`src/rtl/sfx_pkg.sv`:
```
package sfx_pkg;

    localparam int SAMPLE_W    = 16;
    localparam int CHANNELS    = 2;
    localparam int FRAME_SLOTS = SAMPLE_W * CHANNELS;
    localparam int SLOT_W      = $clog2(FRAME_SLOTS);
    localparam int POS_W       = $clog2(SAMPLE_W);
    localparam int NUM_CLIPS   = 3;

    // Trigger bit order doubles as priority order: lower index wins.
    typedef enum logic [1:0] {
        CLIP_SHOT   = 2'd0,
        CLIP_BOOM   = 2'd1,
        CLIP_ATTACK = 2'd2
    } clip_e;

    typedef logic [SAMPLE_W-1:0] sample_t;

endpackage

```
`src/rtl/sfx_tick_gen.sv`:
```
module sfx_tick_gen
    import sfx_pkg::*;
#(
    parameter int BIT_DIV = 4
) (
    input  logic              clk,
    input  logic              rst_n,
    output logic              bit_tick,
    output logic              frame_tick,
    output logic              bclk,
    output logic [SLOT_W-1:0] slot
);

    localparam int DIV_W      = (BIT_DIV > 1) ? $clog2(BIT_DIV) : 1;
    localparam int FRAME_CLKS = BIT_DIV * FRAME_SLOTS;
    localparam int GAP_W      = $clog2(FRAME_CLKS + 1);

    typedef struct packed {
        logic [DIV_W-1:0]  div;
        logic [SLOT_W-1:0] slot;
    } tick_st_t;

    tick_st_t st_q, st_d;

    always_comb begin
        bit_tick   = (st_q.div == DIV_W'(BIT_DIV - 1));
        frame_tick = bit_tick && (st_q.slot == SLOT_W'(FRAME_SLOTS - 1));
        bclk       = (st_q.div >= DIV_W'(BIT_DIV / 2));
        slot       = st_q.slot;

        st_d = st_q;
        if (bit_tick) begin
            st_d.div  = '0;
            st_d.slot = frame_tick ? '0 : st_q.slot + 1'b1;
        end else begin
            st_d.div = st_q.div + 1'b1;
        end
    end

    always_ff @(posedge clk or negedge rst_n) begin
        if (!rst_n) st_q <= '0;
        else        st_q <= st_d;
    end

    // Checker counter: clocks since the last frame boundary.
    logic [GAP_W-1:0] gap_q;
    always_ff @(posedge clk or negedge rst_n) begin
        if (!rst_n)          gap_q <= '0;
        else if (frame_tick) gap_q <= '0;
        else                 gap_q <= gap_q + 1'b1;
    end

    p_frame_period_r1: assert property (@(posedge clk) disable iff (!rst_n)
        frame_tick |-> (gap_q == GAP_W'(FRAME_CLKS - 1)));

    p_bclk_low_start_r1: assert property (@(posedge clk) disable iff (!rst_n)
        bit_tick |=> !bclk);

endmodule

```
`src/rtl/sfx_clip_rom.sv`:
```
module sfx_clip_rom
    import sfx_pkg::*;
#(
    parameter int DEPTH  = 64,
    parameter int ADDR_W = $clog2(DEPTH)
) (
    input  logic [ADDR_W-1:0] addr,
    output sample_t           data
);

    sample_t image [DEPTH];

    // Placeholder image: every word is nonzero, so silence is distinguishable.
    for (genvar g = 0; g < DEPTH; g++) begin : g_word
        assign image[g] = sample_t'({8'(g) ^ 8'hA5, 8'(g + 8'h11)});
    end

    assign data = image[addr];

endmodule

```
`src/rtl/sfx_sequencer.sv`:
```
module sfx_sequencer
    import sfx_pkg::*;
#(
    parameter int ADDR_W      = 6,
    parameter int SHOT_BASE   = 0,
    parameter int SHOT_LEN    = 5,
    parameter int BOOM_BASE   = 8,
    parameter int BOOM_LEN    = 12,
    parameter int ATTACK_BASE = 24,
    parameter int ATTACK_LEN  = 20
) (
    input  logic                 clk,
    input  logic                 rst_n,
    input  logic [NUM_CLIPS-1:0] trig,
    input  logic                 frame_tick,
    input  sample_t              rom_data,
    output logic [ADDR_W-1:0]    rom_addr,
    output sample_t              sample,
    output logic                 busy
);

    localparam int MAX_AB  = (SHOT_LEN > BOOM_LEN) ? SHOT_LEN : BOOM_LEN;
    localparam int MAX_LEN = (MAX_AB > ATTACK_LEN) ? MAX_AB : ATTACK_LEN;
    localparam int IDX_W   = (MAX_LEN > 1) ? $clog2(MAX_LEN) : 1;

    typedef struct packed {
        logic             active;
        clip_e            clip;
        logic [IDX_W-1:0] idx;
        sample_t          sample;
    } seq_st_t;

    seq_st_t st_q, st_d;
    seq_st_t eff;

    function automatic logic [ADDR_W-1:0] base_of(input clip_e c);
        case (c)
            CLIP_SHOT: return ADDR_W'(SHOT_BASE);
            CLIP_BOOM: return ADDR_W'(BOOM_BASE);
            default:   return ADDR_W'(ATTACK_BASE);
        endcase
    endfunction

    function automatic logic [IDX_W-1:0] last_of(input clip_e c);
        case (c)
            CLIP_SHOT: return IDX_W'(SHOT_LEN - 1);
            CLIP_BOOM: return IDX_W'(BOOM_LEN - 1);
            default:   return IDX_W'(ATTACK_LEN - 1);
        endcase
    endfunction

    always_comb begin
        // Recency: any request this cycle replaces the clip in progress.
        eff = st_q;
        for (int i = NUM_CLIPS - 1; i >= 0; i--) begin
            if (trig[i]) begin
                eff.active = 1'b1;
                eff.clip   = clip_e'(i);
                eff.idx    = '0;
            end
        end

        rom_addr = base_of(eff.clip) + ADDR_W'(eff.idx);

        st_d = eff;
        if (frame_tick) begin
            if (eff.active) begin
                st_d.sample = rom_data;
                if (eff.idx == last_of(eff.clip)) begin
                    st_d.active = 1'b0;
                    st_d.idx    = '0;
                end else begin
                    st_d.idx = eff.idx + 1'b1;
                end
            end else begin
                st_d.sample = '0;
            end
        end
    end

    always_ff @(posedge clk or negedge rst_n) begin
        if (!rst_n) st_q <= '{active: 1'b0, clip: CLIP_SHOT, idx: '0, sample: '0};
        else        st_q <= st_d;
    end

    assign sample = st_q.sample;
    assign busy   = st_q.active;

    p_trig_arms_r4: assert property (@(posedge clk) disable iff (!rst_n)
        (|trig) |=> busy);

    p_arm_needs_trig_r4: assert property (@(posedge clk) disable iff (!rst_n)
        (!busy && !(|trig)) |=> !busy);

    p_restart_r5: assert property (@(posedge clk) disable iff (!rst_n)
        ((|trig) && !frame_tick) |=> (st_q.idx == '0));

    p_shot_first_r6: assert property (@(posedge clk) disable iff (!rst_n)
        trig[0] |=> (st_q.clip == CLIP_SHOT));

    p_boom_over_attack_r6: assert property (@(posedge clk) disable iff (!rst_n)
        (trig[1] && !trig[0]) |=> (st_q.clip == CLIP_BOOM));

    p_idle_silent_r7: assert property (@(posedge clk) disable iff (!rst_n)
        (!busy && !(|trig) && frame_tick) |=> (sample == '0));

endmodule

```
`src/rtl/sfx_serializer.sv`:
```
module sfx_serializer
    import sfx_pkg::*;
#(
    parameter int I2S_MODE = 1
) (
    input  logic              clk,
    input  logic              rst_n,
    input  logic              bit_tick,
    input  logic              frame_tick,
    input  logic [SLOT_W-1:0] slot,
    input  sample_t           sample,
    output logic              ws,
    output logic              sdata
);

    typedef struct packed {
        logic prev_lsb;
    } ser_st_t;

    ser_st_t st_q, st_d;
    logic [POS_W-1:0] pos;
    logic [POS_W-1:0] sel;

    always_comb begin
        pos = slot[POS_W-1:0];
        ws  = (slot >= SLOT_W'(SAMPLE_W));
        st_d = st_q;
        if (frame_tick) st_d.prev_lsb = sample[0];
    end

    if (I2S_MODE != 0) begin : g_delayed
        always_comb begin
            sel   = POS_W'(0) - pos;
            sdata = (slot == '0) ? st_q.prev_lsb : sample[sel];
        end
    end else begin : g_left_just
        always_comb begin
            sel   = ~pos;
            sdata = sample[sel];
        end
    end

    always_ff @(posedge clk or negedge rst_n) begin
        if (!rst_n) st_q <= '0;
        else        st_q <= st_d;
    end

    p_ws_on_slot_edge_r2: assert property (@(posedge clk) disable iff (!rst_n)
        !bit_tick |=> $stable(ws));

    p_word_hold_r2: assert property (@(posedge clk) disable iff (!rst_n)
        !frame_tick |=> $stable(sample));

    p_left_first_r2: assert property (@(posedge clk) disable iff (!rst_n)
        frame_tick |=> !ws);

endmodule

```
`src/rtl/sfx_player.sv`:
```
module sfx_player
    import sfx_pkg::*;
#(
    parameter int BIT_DIV     = 4,
    parameter int I2S_MODE    = 1,
    parameter int ROM_DEPTH   = 64,
    parameter int SHOT_BASE   = 0,
    parameter int SHOT_LEN    = 5,
    parameter int BOOM_BASE   = 8,
    parameter int BOOM_LEN    = 12,
    parameter int ATTACK_BASE = 24,
    parameter int ATTACK_LEN  = 20
) (
    input  logic        clk,
    input  logic        rst_n,
    input  logic        trig_shot,
    input  logic        trig_boom,
    input  logic        trig_attack,
    output logic        busy,
    output logic [15:0] sample_o,
    output logic        bclk,
    output logic        lrclk,
    output logic        sdata
);

    localparam int ADDR_W = $clog2(ROM_DEPTH);

    logic              bit_tick;
    logic              frame_tick;
    logic [SLOT_W-1:0] slot;
    logic [ADDR_W-1:0] rom_addr;
    sample_t           rom_data;
    sample_t           sample;
    logic [NUM_CLIPS-1:0] trig;

    assign trig = {trig_attack, trig_boom, trig_shot};

    sfx_tick_gen #(.BIT_DIV(BIT_DIV)) i_tick (
        .clk       (clk),
        .rst_n     (rst_n),
        .bit_tick  (bit_tick),
        .frame_tick(frame_tick),
        .bclk      (bclk),
        .slot      (slot)
    );

    sfx_clip_rom #(.DEPTH(ROM_DEPTH), .ADDR_W(ADDR_W)) i_rom (
        .addr(rom_addr),
        .data(rom_data)
    );

    sfx_sequencer #(
        .ADDR_W     (ADDR_W),
        .SHOT_BASE  (SHOT_BASE),
        .SHOT_LEN   (SHOT_LEN),
        .BOOM_BASE  (BOOM_BASE),
        .BOOM_LEN   (BOOM_LEN),
        .ATTACK_BASE(ATTACK_BASE),
        .ATTACK_LEN (ATTACK_LEN)
    ) i_seq (
        .clk       (clk),
        .rst_n     (rst_n),
        .trig      (trig),
        .frame_tick(frame_tick),
        .rom_data  (rom_data),
        .rom_addr  (rom_addr),
        .sample    (sample),
        .busy      (busy)
    );

    sfx_serializer #(.I2S_MODE(I2S_MODE)) i_ser (
        .clk       (clk),
        .rst_n     (rst_n),
        .bit_tick  (bit_tick),
        .frame_tick(frame_tick),
        .slot      (slot),
        .sample    (sample),
        .ws        (lrclk),
        .sdata     (sdata)
    );

    assign sample_o = sample;

endmodule

```
`config.mk`:
```
export PLATFORM = sky130hd
export DESIGN_NAME = sfx_player
export DESIGN_NICKNAME = d
export VERILOG_FILES = /design/src/rtl/sfx_pkg.sv /design/src/rtl/sfx_tick_gen.sv /design/src/rtl/sfx_clip_rom.sv /design/src/rtl/sfx_sequencer.sv /design/src/rtl/sfx_serializer.sv /design/src/rtl/sfx_player.sv
export SDC_FILE = /design/constraint.sdc
export NUM_CORES = 1
export LEC_CHECK = 0
export ABC_AREA = 1
export ABC_CLOCK_PERIOD_IN_PS = 2300
export BUFFER_PORTS_ARGS = -buffer_cell sky130_fd_sc_hd__buf_2
export CELL_PAD_IN_SITES_DETAIL_PLACEMENT = 1
export CELL_PAD_IN_SITES_GLOBAL_PLACEMENT = 2
export CORE_MARGIN = 8
export CORE_UTILIZATION = 33
export DETAILED_ROUTE_END_ITERATION = 8
export PLACE_DENSITY_LB_ADDON = 0.1
export REMOVE_ABC_BUFFERS = 1
export SYNTH_ARGS = -nofsm -noshare
export SYNTH_HDL_FRONTEND = slang
export SYNTH_SLANG_ARGS = --single-unit
```
`constraint.sdc`:
```
create_clock -name clk -period 2.3 [get_ports clk]
set_input_delay 0.46 -clock clk [delete_from_list [all_inputs] [get_ports clk]]
set_output_delay 0.46 -clock clk [all_outputs]
set_load 0.02 [all_outputs]
```
# == Word level (Yosys, flattened, before mapping) ==
# Memory sizes are Yosys's and may differ from the RTL's.
# Cells that the tools add are included.
# op_classes
n_shift,0
n_eq_ne,4
n_lt_le_gt_ge,4
add_sub_neg,5
bitwise_logic,1
mul,0
reduce_logical,3
div,0
mux,21
# ops
op,count
$mux W16,3
$mux W5,5
$mux W8,3
$mux W21,1
$pmux W5 S2,2
$add A5 B1 Y5 const B,2
$ge A7 B7 Y1 const B,1
$not A6 Y7,1
$add A5 B5 Y6,1
$eq A5 B5 Y1,1
$eq A5 B5 Y1 const B,1
$ge A5 B5 Y1 const B,1
$logic_not A5 Y1,1
$lt A4 B5 Y1 const B,1
$mux W1,5
$bmux W1 S4,1
$sub A1 B4 Y4 const A,1
$add A2 B1 Y2 const B,1
$eq A2 B1 Y1 const B,1
$eq A2 B2 Y1 const B,1
$ge A2 B2 Y1 const B,1
$logic_not A2 Y1,1
$mux W2,1
$logic_and A1 B1 Y1,1
# totals
latchBits,0
inputBits,5
regBits,32
n_memories,1
ramBits,0
out_inout_bits,20
word_cells,46
romBits,1024
# mem_list
memory,words,word_bits,rd,rd_clocked_by_memory_dff,wr,line,rtl
(no name shown),64,16,1,0,0,sfx_clip_rom.sv:18,assign data = image[addr];

# == Logic depth before layout (Yosys ltp) ==
# Gate-level depths: netlist of the first run.
# depth
word_depth,12
ltp_mapped,13
depth_no_buf,13

# == By module ==
# From an unflattened synthesis of the first run, not the netlist that was laid out.
# hier_totals
hier_cells,318
hier_area_um2,2382.3
# by_module_without_submodules
module,n_inst,cells_each,area_each_um2
sfx_sequencer,1,171,1451.4
sfx_tick_gen,1,44,392.9
sfx_serializer,1,72,364.1
sfx_clip_rom,1,31,173.9

# == Worst setup path before layout of the first run ==
# Ideal clock, no wire load.
# synth_path
path_type,register -> output
from,register i_tick.st_q (netlist bit i_tick.slot[0])
to,output port sdata
n_path_buf,1
t_arrival_ns,1.600
required_ns,1.840
slack_ns,0.240
stages_incl_launch_ff,12
path_cell_list,dfrtp_1 inv_1 buf_2 ha_1 inv_1 a21oi_1 o21ai_0 nand3_1 nand3_1 nand2_1 nand2_1 nand2_1
# synth_via
elab_chain_len,4
# synth_lines
item,line,rtl
start: declaration,sfx_tick_gen.sv:23,"tick_st_t st_q, st_d;"
start signal: assignment,sfx_tick_gen.sv:42,else st_q <= st_d;
$sub A1 B4 Y4,sfx_serializer.sv:33,sel = POS_W'(0) - pos;
$bmux W1 S4,sfx_serializer.sv:34,sdata = (slot == '0) ? st_q.prev_lsb : sample[sel];
$mux W1 (implied by the code),sfx_serializer.sv:34,
$mux W1 (*),sfx_serializer.sv:34,
end: declaration,sfx_player.sv:23,output logic sdata
# Mark *: on every way between the ends. The rest lies on a longest branch, timed or not. The select of a mux whose other input is x is not followed.

# == Final worst setup path of the first run ==
# Ends and elaborated chain as after synthesis.

==> run_results.csv, run 1 <==
group,metric,value,unit
run_status,status,"finished, final reports clean",
yosys,yosysTopAreaCell,"dfrtp_1",
cts,clock-sinks,29,
sta,drv_slew,0,
routing,avgViaCountPerCell,4.64,
routing,routed-wl-met3,177,um
floorplanning,core,0.00547,mm^2
floorplanning,die-width,91.2,um
routing,antenna_left,0,
cts,numCtsBuffers,5,
yosys,synthDistinctLibCells,32,
yosys,synthTopCellsByArea,"dfrtp_1 (39%), nand2_1 (11%), inv_1 (7.2%)",
routing,drt_iter0_markers,38,
sta,max_freq,466,MHz
sta,hold_viol,0,
worst_setup_path,max_stage_delay,390,ps
sta,fin_skew,6.49,ps
power_and_ir_drop,combPwrFrac,5.7,%
yosys,synth-seq-cells,29,
routing,met1_length,2400,um
yosys,yosysMostFrequentCell,"nand2_1",
cts,htree_levels,2,
sta,setup_viol,0,
power_and_ir_drop,power.density,455,mW/mm^2
worst_setup_path,critical_path.cell_chain,"inv_2 -> ha_4 -> inv_4 -> a21oi_2 -> o21ai_1 -> nand3_1 -> nand3_1 -> nand2_1 -> nand2_1 -> nand2_1 -> buf_4",
floorplanning,die-area,0.00832,mm^2
min_path,hp-class,"in -> async",
cells_and_area,area_growth,15.5,%
grt,grt_pass1_vias,1646,
yosys,synth_top_area_share,38.8,%
yosys,synth_common_cells,"nand2_1 (53), inv_1 (36), dfrtp_1 (29)",
power_and_ir_drop,p_int,736,uW
cells_and_area,nNetsFinal,276,
floorplanning,io_pins,25,
cts,cts_tree,"done",
worst_setup_path,path_class,"reg -> out",
power_and_ir_drop,seq_power_share,52.2,%
placement,placed_cell_area,0.00201,mm^2
power_and_ir_drop,p_clk_share,42.1,%
worst_setup_path,slowest_stage,"dfrtp_1",
worst_setup_path,path_max_fanout,6,
routing,route.detailed.drc,0,
routing,wl,4720,um
floorplanning,placementRows,27,
yosys,synth_ff_type,"dfrtp_1",
placement,dp.cells,323,
yosys,synth_edf_count,0,
yosys,synth_area,0.00187,mm^2
cells_and_area,finalNonFillerCells,333,
grt,grt_max_degree,30,
power_and_ir_drop,leakagePower,0.00111,uW
floorplanning,start_util,34.1,%
grt,antenna_found_initial,0,
cells_and_area,diodes,0,
cts,cts_buffer_depth,2,
worst_setup_path,cp_common_cell,"nand2_1",
worst_setup_path,cp_top_family,"flip-flops",
sta,worst-slew-pin-transition,707,ps
yosys,ys_warn_count,0,
job,maxCapViolCount,0,
sta,rsz0062_at_grt,"no",
worst_setup_path,required,1840,ps
cts,cts_root_buf,"clkbuf_8",
cts,clkLatencyLatePin,280,ps
worst_setup_path,crit_buf_inv,3,
cells_and_area,design_area,0.00216,mm^2
worst_setup_path,cp.arrival,1680,ps
sta,post-route-min-period,2140,ps
cells_and_area,layout-drive-gt1-share,26.1,%
routing,drt_first_pass_iters,4,
grt,grtUsageTotal,12.3,%
cts,path_clk_slew,70,ps
floorplanning,die_y,91.2,um
power_and_ir_drop,switching_share,25.1,%
power_and_ir_drop,switchingPower,246,uW
routing,routedWlPerCell,14.2,um
sta,fin_crit_sh,93.2,%
placement,dp_hpwl,3700,um
placement,io_buffer_count,22,
routing,vias,1546,
yosys,avgSynthCellArea,7.88,um^2
grt,grt-ovfl-total,0,
sta,max_slew_margin,52.9,%
sta,setup_tns,0,ps
power_and_ir_drop,vdd_drop_max,0.220,mV
yosys,ys_seq_area_share,38.8,%
worst_setup_path,cp.depth,11,
yosys,synthCells,237,
worst_setup_path,endpoint_kind,"primary output",
routing,top_layer,"met4",
worst_setup_path,reg2regPathDepth,12,
yosys,synthArstFlopShare,100,%
worst_setup_path,cp-start-kind,"flip-flop",
grt,grt_pass1_wl,8290,um
placement,gp_congestion,0.753,
routing,wl_met2,2120,um
-- worst register-to-register path, cell delays in order (launching register included) --
cell and delay, ps:
dfrtp_1 390, buf_4 130, buf_4 150, ha_1 210, nand2_1 70, nor2_1 40
ha_1 210, nand2_2 200, buf_4 220, inv_1 150, o22ai_1 180, inv_1 70
o21ai_2 50
-- area by class of cell --
class | count | area (um^2)
Fill cell | 710 | 3320
Inverter | 37 | 141
Clock inverter | 3 | 17.5
Clock buffer | 5 | 68.8
Timing Repair Buffer | 36 | 221
Multi-Input combinational cell | 151 | 892
Sequential cell | 29 | 726
Tap cell | 72 | 90.1
-- worst paths after layout --
| check | start | end | slack, ps |
|---|---|---|---|
| worst max-delay path | i_tick.slot[0]$_DFFE_PN0P_ | sdata | 160 |
| worst min-delay path | rst_n | i_seq.st_q[22]$_DFF_PN0_ | 230 |
| worst max register to register | i_tick.slot[0]$_DFFE_PN0P_ | i_seq.sample[5]$_DFFE_PN0P_ | 170 |
| worst min register to register | i_tick.st_q[5]$_DFF_PN0_ | i_tick.st_q[5]$_DFF_PN0_ | 450 |
| max in group asynchronous | rst_n | i_seq.st_q[19]$_DFF_PN0_ | 1610 |
| min in group clk | trig_shot | i_seq.st_q[21]$_DFF_PN0_ | 410 |
-- placed cells by master, fill, tap and decap left out, types with 2 or more instances in the layout --
| cell | count |
|---|---|
| nor2_2 | 2 |
| conb_1 | 2 |
| inv_1 | 33 |
| inv_2 | 3 |
| a21oi_2 | 2 |
| clkbuf_8 | 5 |
| nand2_1 | 53 |
| nand3_1 | 21 |
| nand2_4 | 2 |
| buf_4 | 14 |
| ha_1 | 9 |
| o21ai_0 | 14 |
| a21oi_1 | 6 |
| o211ai_1 | 2 |
| o22ai_1 | 4 |
| nor3_1 | 4 |
| dfrtp_1 | 29 |
| o21ai_2 | 2 |
| buf_2 | 21 |
| nor2_1 | 11 |
| nor2_4 | 3 |
| clkinv_2 | 2 |
| nand3_2 | 2 |
| o21ai_1 | 2 |
-- per-stage QoR --
stage	util [%]	hold WS, ps	setup slack (ps)	power, uW
6_report	39.4	229	156	982
5_1_grt	39.4	280	6.26	1030
4_1_cts	38.6	244	21.6	1000
3_5_place_dp	36.8	446	53.4	580
3_3_place_gp	36.8	446	79.7	579
2_1_floorplan	-	164	281	552
-- state kept, by name, indices dropped and copies added, names as in the netlist --
register      flops
i_tick.st_q       2
i_tick.slot       5
i_ser.st_q        1
i_seq.st_q        7
i_seq.busy        1
i_seq.sample     13
-- power groups by stage --
stage	combinational, uW	sequential, uW	clock (uW)
2_1_floorplan	29.9	522	0
3_3_place_gp	57.1	522	0
3_5_place_dp	57.7	522	0
4_1_cts	57.9	512	434
5_1_grt	66.1	512	457
6_report	56.3	512	413
-- layer usage --
metal | GRT usage [%] | vias to the layer above
li1 | - | 777
met1 | 16.3 | 749
met2 | 18.6 | 18
met3 | 3.87 | 2
met4 | 3.27 | 0
met5 | 0 | -
-- kinds of logic (layout without fill, tap and decap cells) --
logic type | count (synthesis) | after routing | share of synthesized area, %
and+or+nand+nor | 103 | 103 | 26.9
buffers and inverters | 58 | 81 | 15.5
AOI/OAI and AO/OA | 33 | 33 | 9.91
DFF | 29 | 29 | 38.8
adders and majority gates | 11 | 11 | 7.77
xor gates and xnor gates | 2 | 2 | 0.938
other | 1 | 2 | 0.201
-- what timing repair did --
item,CTS,global route
hold buffers,0,0
buffers inserted,0,2
setup endpoints to repair,1,1
pin swaps,0,1
resized for setup,2,11
No activity file was read; power rests on OpenSTA's default activity.
==> run 2, diff against run 1 <==
--- a/config.mk
+++ b/config.mk
@@ -11,9 +11,10 @@
 export CELL_PAD_IN_SITES_DETAIL_PLACEMENT = 1
 export CELL_PAD_IN_SITES_GLOBAL_PLACEMENT = 2
-export CORE_MARGIN = 8
+export CORE_MARGIN = 3
 export CORE_UTILIZATION = 33
 export DETAILED_ROUTE_END_ITERATION = 8
 export PLACE_DENSITY_LB_ADDON = 0.1
 export REMOVE_ABC_BUFFERS = 1
+export SETUP_SLACK_MARGIN = 0.2
 export SYNTH_ARGS = -nofsm -noshare
 export SYNTH_HDL_FRONTEND = slang
==> constraint.sdc (replaced) <==
create_clock -name clk -period 2.3 [get_ports clk]
set_input_delay 0.69 -clock clk [delete_from_list [all_inputs] [get_ports clk]]
set_output_delay 0.69 -clock clk [all_outputs]
set_load 0.02 [all_outputs]
==> run 2 against run 1 <==
Effect of this change:
- the flow now finishes with violations (setup timing)
- critical path type unchanged
- non-clock buffer count is 15 higher
- hold slack better by 220 ps
- clock power is 1% lower
- critical path depth stayed put
- largest cell class unchanged
==> run_results.csv, run 2 (synthesis gave the netlist of run 1 again) <==
group,metric,value,unit
worst_setup_path,required,1610,ps
grt,antenna_found_initial,0,
floorplanning,die_y,81.2,um
placement,placed_cell_area,0.00208,mm^2
routing,drt_iter0_markers,50,
sta,whs,446,ps
worst_setup_path,cp-start-kind,"flip-flop",
cells_and_area,layout-drive-gt1-share,35.5,%
sta,fin_skew,3.08,ps
worst_setup_path,r2r_slack,400,ps
cells_and_area,diodes,0,
worst_setup_path,setup.worst_path.start,"i_tick.slot[1]$_DFFE_PN0P_",
worst_setup_path,path_max_fanout,6,
sta,max_freq,417,MHz
floorplanning,core,0.00530,mm^2
sta,setup_viol,1,
grt,grt_max_degree,30,
cts,numCtsBuffers,5,
sta,setup_tns,-98.0,ps
routing,routedWlPerCell,13.7,um
run_status,status,"finished with violations",
routing,antenna_left,0,
routing,avgViaCountPerCell,4.60,
power_and_ir_drop,power.total,1010,uW
floorplanning,placementRows,26,
cells_and_area,largest_reg_flops,13,
power_and_ir_drop,leakagePower,0.00119,uW
worst_setup_path,cp.arrival,1710,ps
grt,grt_pass1_wl,7960,um
job,maxCapViolCount,0,
power_and_ir_drop,power.density,426,mW/mm^2
routing,wl,4740,um
sta,worst-slew-pin-transition,685,ps
sta,setup_slack,-98.0,ps
worst_setup_path,reg2regPathDepth,11,
sta,fin_crit_sh,104,%
worst_setup_path,path_class,"reg -> out",
cells_and_area,layout_commonest_cell,"nand2_1",
floorplanning,io_pins,25,
grt,grt-ovfl-total,0,
routing,route.detailed.drc,0,
cts,cts_tree,"done",
cells_and_area,area_growth,26.5,%
placement,io_buffer_count,22,
placement,gp_congestion,0.754,
cts,clkLatencyLatePin,280,ps
cts,clock-sinks,29,
sta,rsz0062_at_grt,"yes",
sta,hold_viol,0,
cts,path_clk_slew,70,ps
placement,dp_hpwl,3520,um
sta,post-route-min-period,2400,ps
worst_setup_path,r2r-end,"i_seq.sample[5]$_DFFE_PN0P_",
cells_and_area,nNetsFinal,291,
sta,drv_slew,0,
cells_and_area,utilization,44.6,%
run_status,violations,"setup timing",
min_path,hp-class,"in -> async",
grt,grtUsageTotal,16.1,%
floorplanning,die-width,81.2,um
routing,drt_first_pass_iters,4,
sta,max_slew_margin,54.3,%
routing,vias,1591,
floorplanning,start_util,35.2,%
cts,htree_levels,2,
power_and_ir_drop,vdd_drop_max,0.195,mV
cts,cts_root_buf,"clkbuf_8",
cts,cts_hold_buf,0,
cts,cts_buffer_depth,2,
worst_setup_path,endpoint_kind,"primary output",
grt,grt_pass1_vias,1587,
cells_and_area,final_cell_mix,"nand2_1 (47), inv_1 (29), dfrtp_1 (29)",
cells_and_area,design_area,0.00236,mm^2
floorplanning,die-area,0.00660,mm^2
worst_setup_path,reg2reg_from,"i_tick.slot[0]$_DFFE_PN0P_",
==> run 2: cell types whose count changed in the layout (fill, tap and decap cells not counted), sizes merged <==
cell	before	now
buf	36	51
clkinvlp	1	0
clkbuf	5	6
==> run 2: final cells by class <==
| type | instances | area, um^2 |
|---|---|---|
| Clock inverter | 2 | 10.0 |
| Inverter | 37 | 144 |
| Timing Repair Buffer | 51 | 368 |
| Sequential cell | 29 | 726 |
| Fill cell | 645 | 2940 |
| Clock buffer | 6 | 72.6 |
| Tap cell | 70 | 87.6 |
| Multi-Input combinational cell | 151 | 956 |
==> run 2: timing repair <==
action	4_1_cts	5_1_grt
gates resized for setup	10	37
pin swaps	3	11
buffers inserted	4	4
setup endpoints to repair	2	7
==> run 2: through the flow <==
stage,worst slack [ps],cells
final,-98.0,346
after global routing,-244,346
after detailed placement,-106,330
after floorplan,51.3,217
after CTS,-113,342
after global placement,-66.3,330
==> run 2: worst max-delay path by stage <==
| stage | endpoint | slack (ps) | cells after the start |
|---|---|---|---|
| floorplan | sdata | 50 | 10 |
| global placement | i_seq.sample[5]$_DFFE_PN0P_ | -70 | 12 |
| detailed placement | i_seq.sample[5]$_DFFE_PN0P_ | -110 | 12 |
| CTS | sdata | -110 | 11 |
| global route | sdata | -240 | 11 |
| finish | sdata | -100 | 11 |
==> run 2: layer usage <==
metal,track usage [%],up-vias,part of all wire [%]
met5,0,-,0
met4,4.56,0,0.61
met3,3.99,2,3.4
met2,24.3,24,47
met1,22.8,756,49
li1,-,809,-
==> run 2: critical path, cell delays in order (launching register included) <==
cell and delay (ps):
dfrtp_1 360, inv_2 60, ha_4 290, inv_4 50, a21oi_2 90, o21ai_1 80, nand3_1 80, nand3_1 70
nand2_1 100, nand2_1 60, nand2_1 70, buf_6 110
==> run 2: power breakdown <==
group / internal, uW / leakage (uW) / switching [uW]
sequential: 512 / 0.000316 / 0.653
combinational: 37.3 / 0.000833 / 49.1
clock: 209 / 0.0000450 / 199
total: 759 / 0.00119 / 248
==> run 3, diff against run 2 <==
GPL_TIMING_DRIVEN = 1   (was unset)
PLACE_DENSITY = 0.77   (was unset)
PLACE_DENSITY_LB_ADDON = unset   (was 0.1)
SKIP_CTS_REPAIR_TIMING = 1   (was unset)
==> run 3 against run 2 <==
Effect of this change:
- the run still ends with setup timing left
- sequential cell count unchanged
- hold slack better by 2.8 ps
- non-clock buffer count down 1
- fmax down 1.8%
- largest cell class unchanged
==> run_results.csv, run 3 (synthesis gave the netlist of run 1 again) <==
group,metric,value,unit
cells_and_area,diodes,0,
cts,cts_buffer_depth,2,
worst_setup_path,r2r-end,"i_seq.sample[5]$_DFFE_PN0P_",
power_and_ir_drop,seq_power_share,52.2,%
routing,route.detailed.drc,0,
job,maxCapViolCount,0,
worst_setup_path,slowest_stage,"dfrtp_1",
sta,hold_viol,0,
floorplanning,start_util,35.2,%
cts,cts_root_buf,"clkbuf_8",
worst_setup_path,endpoint_kind,"primary output",
power_and_ir_drop,vdd_drop_max,0.185,mV
floorplanning,die-area,0.00660,mm^2
placement,dp_hpwl,3460,um
sta,worst-slew-pin-transition,691,ps
grt,antenna_found_initial,0,
power_and_ir_drop,power.total,982,uW
cts,clkLatencyLatePin,280,ps
worst_setup_path,path_class,"reg -> out",
cells_and_area,nFillCells,647,
grt,grtUsageTotal,15.3,%
cells_and_area,multi_input_area,928,um^2
worst_setup_path,setup.worst_path.start,"i_tick.slot[0]$_DFFE_PN0P_",
power_and_ir_drop,switching_share,24.4,%
routing,drt_first_pass_iters,4,
floorplanning,placementRows,26,
sta,setup_viol,1,
worst_setup_path,cp.arrival,1750,ps
power_and_ir_drop,leakagePower,0.00120,uW
worst_setup_path,max_stage_delay,390,ps
cts,clock-sinks,29,
cells_and_area,nNetsFinal,290,
sta,post-route-min-period,2440,ps
placement,io_buffer_count,22,
cts,cts_tree,"done",
sta,fin_crit_sh,106,%
floorplanning,die-width,81.2,um
floorplanning,core,0.00530,mm^2
cts,numCtsBuffers,5,
sta,rsz0062_at_grt,"yes",
worst_setup_path,required,1610,ps
sta,whs,448,ps
cells_and_area,largest_reg_flops,13,
cells_and_area,final_cell_mix,"nand2_1 (49), inv_1 (29), dfrtp_1 (29)",
power_and_ir_drop,power.density,421,mW/mm^2
run_status,violations,"setup timing",
cells_and_area,area_growth,24.8,%
worst_setup_path,reg2regPathDepth,11,
sta,setup_slack,-141,ps
power_and_ir_drop,p_clk_share,39.9,%
min_path,hp-class,"in -> async",
routing,wl,4690,um
routing,antenna_left,0,
cells_and_area,layout_commonest_cell,"nand2_1",
worst_setup_path,reg2reg_from,"i_tick.slot[0]$_DFFE_PN0P_",
floorplanning,io_pins,25,
routing,avgViaCountPerCell,4.71,
worst_setup_path,critical_path.cell_chain,"inv_2 -> buf_6 -> nand3_1 -> xor2_1 -> inv_1 -> nand3_1 -> nand2_1 -> nand2_1 -> nand2_1 -> buf_6",
worst_setup_path,cp_common_cell,"nand2_1",
sta,fin_skew,6.24,ps
worst_setup_path,cp-start-kind,"flip-flop",
sta,drv_slew,0,
routing,drt_iter0_markers,61,
power_and_ir_drop,p_int,743,uW
sta,max_freq,410,MHz
power_and_ir_drop,switchingPower,240,uW
placement,gp_congestion,0.895,
cells_and_area,layout-drive-gt1-share,33.7,%
run_status,status,"finished with violations",
placement,dp.cells,327,
worst_setup_path,endpoint,"sdata",
grt,grt_pass1_vias,1577,
grt,grt_max_degree,30,
sta,max_slew_margin,53.9,%
cells_and_area,finalNonFillerCells,343,
grt,grt-ovfl-total,0,
cells_and_area,regArea,726,um^2
cts,htree_levels,2,
routing,vias,1614,
worst_setup_path,r2r_slack,350,ps
routing,routedWlPerCell,13.7,um
cts,path_clk_slew,70,ps
floorplanning,die_y,81.2,um
power_and_ir_drop,combPwrFrac,7.9,%
grt,grt_pass1_wl,7630,um
worst_setup_path,path_max_fanout,10,
run 3: cell count changes in the layout (fill, tap and decap cells not counted), sizes merged:
cell    before  now
buf         51   50
clkbuf       6    5
clkinv       2    1
run 3: final cells by class:
type                    count  area share, %
inverters                  37           6.17
flip-flops and latches     29           31.1
clock inverters             1          0.215
repair buffers             50           16.0
multi-input cells         151           39.8
clock buffers               5           2.95
well taps                  70           3.76
run 3: metrics by stage:
| step | setup slack (ps) | util [%] | area, um^2 | TNS, ps |
|---|---|---|---|---|
| 4_1_cts | -301 | 40.4 | 2140 | -301 |
| 2_1_floorplan | 51.3 | - | 1720 | 0 |
| 5_1_grt | -238 | 44.0 | 2330 | -238 |
| 3_5_place_dp | -109 | 39.0 | 2070 | -206 |
| 6_report | -141 | 44.0 | 2330 | -141 |
| 3_3_place_gp | -38.2 | 39.0 | 2070 | -53.0 |
run 3: per-layer routing:
metal / share of wire (%) / global-route usage (%) / routed length, um / vias up
li1: - / - / - / 807
met1: 45 / 19.4 / 2110 / 772
met2: 50 / 25.9 / 2360 / 26
met3: 3.1 / 3.33 / 144 / 9
met4: 1.6 / 4.56 / 73 / 0
met5: 0 / 0 / 0 / -
run 3: worst min-delay path by stage:
stage                                   from                          to  slack [ps]  depth (start not counted)
finish                                 rst_n  i_tick.slot[4]$_DFFE_PN0P_         450                          1
global route        i_tick.st_q[5]$_DFF_PN0_    i_tick.st_q[5]$_DFF_PN0_         480                          1
CTS                 i_tick.st_q[5]$_DFF_PN0_    i_tick.st_q[5]$_DFF_PN0_         460                          1
detailed placement  i_tick.st_q[5]$_DFF_PN0_    i_tick.st_q[5]$_DFF_PN0_         440                          1
global placement    i_tick.st_q[5]$_DFF_PN0_    i_tick.st_q[5]$_DFF_PN0_         450                          1
floorplan                              rst_n        i_seq.busy$_DFF_PN0_         390                          0
run 3: critical path: cells and delay by family (launching register included):
family / cells / cell delay [ps]
buffers and inverters: 4 / 430
and+or+nand+nor: 5 / 410
DFF: 1 / 390
xor gates and xnor gates: 1 / 240
run 3: power groups by stage:
stage	combinational, uW	sequential (uW)	clock [uW]
floorplan	29.9	522	0
global placement	65.5	522	0
detailed placement	66.0	522	0
CTS	66.6	512	404
global route	85.6	513	426
finish	77.3	513	392
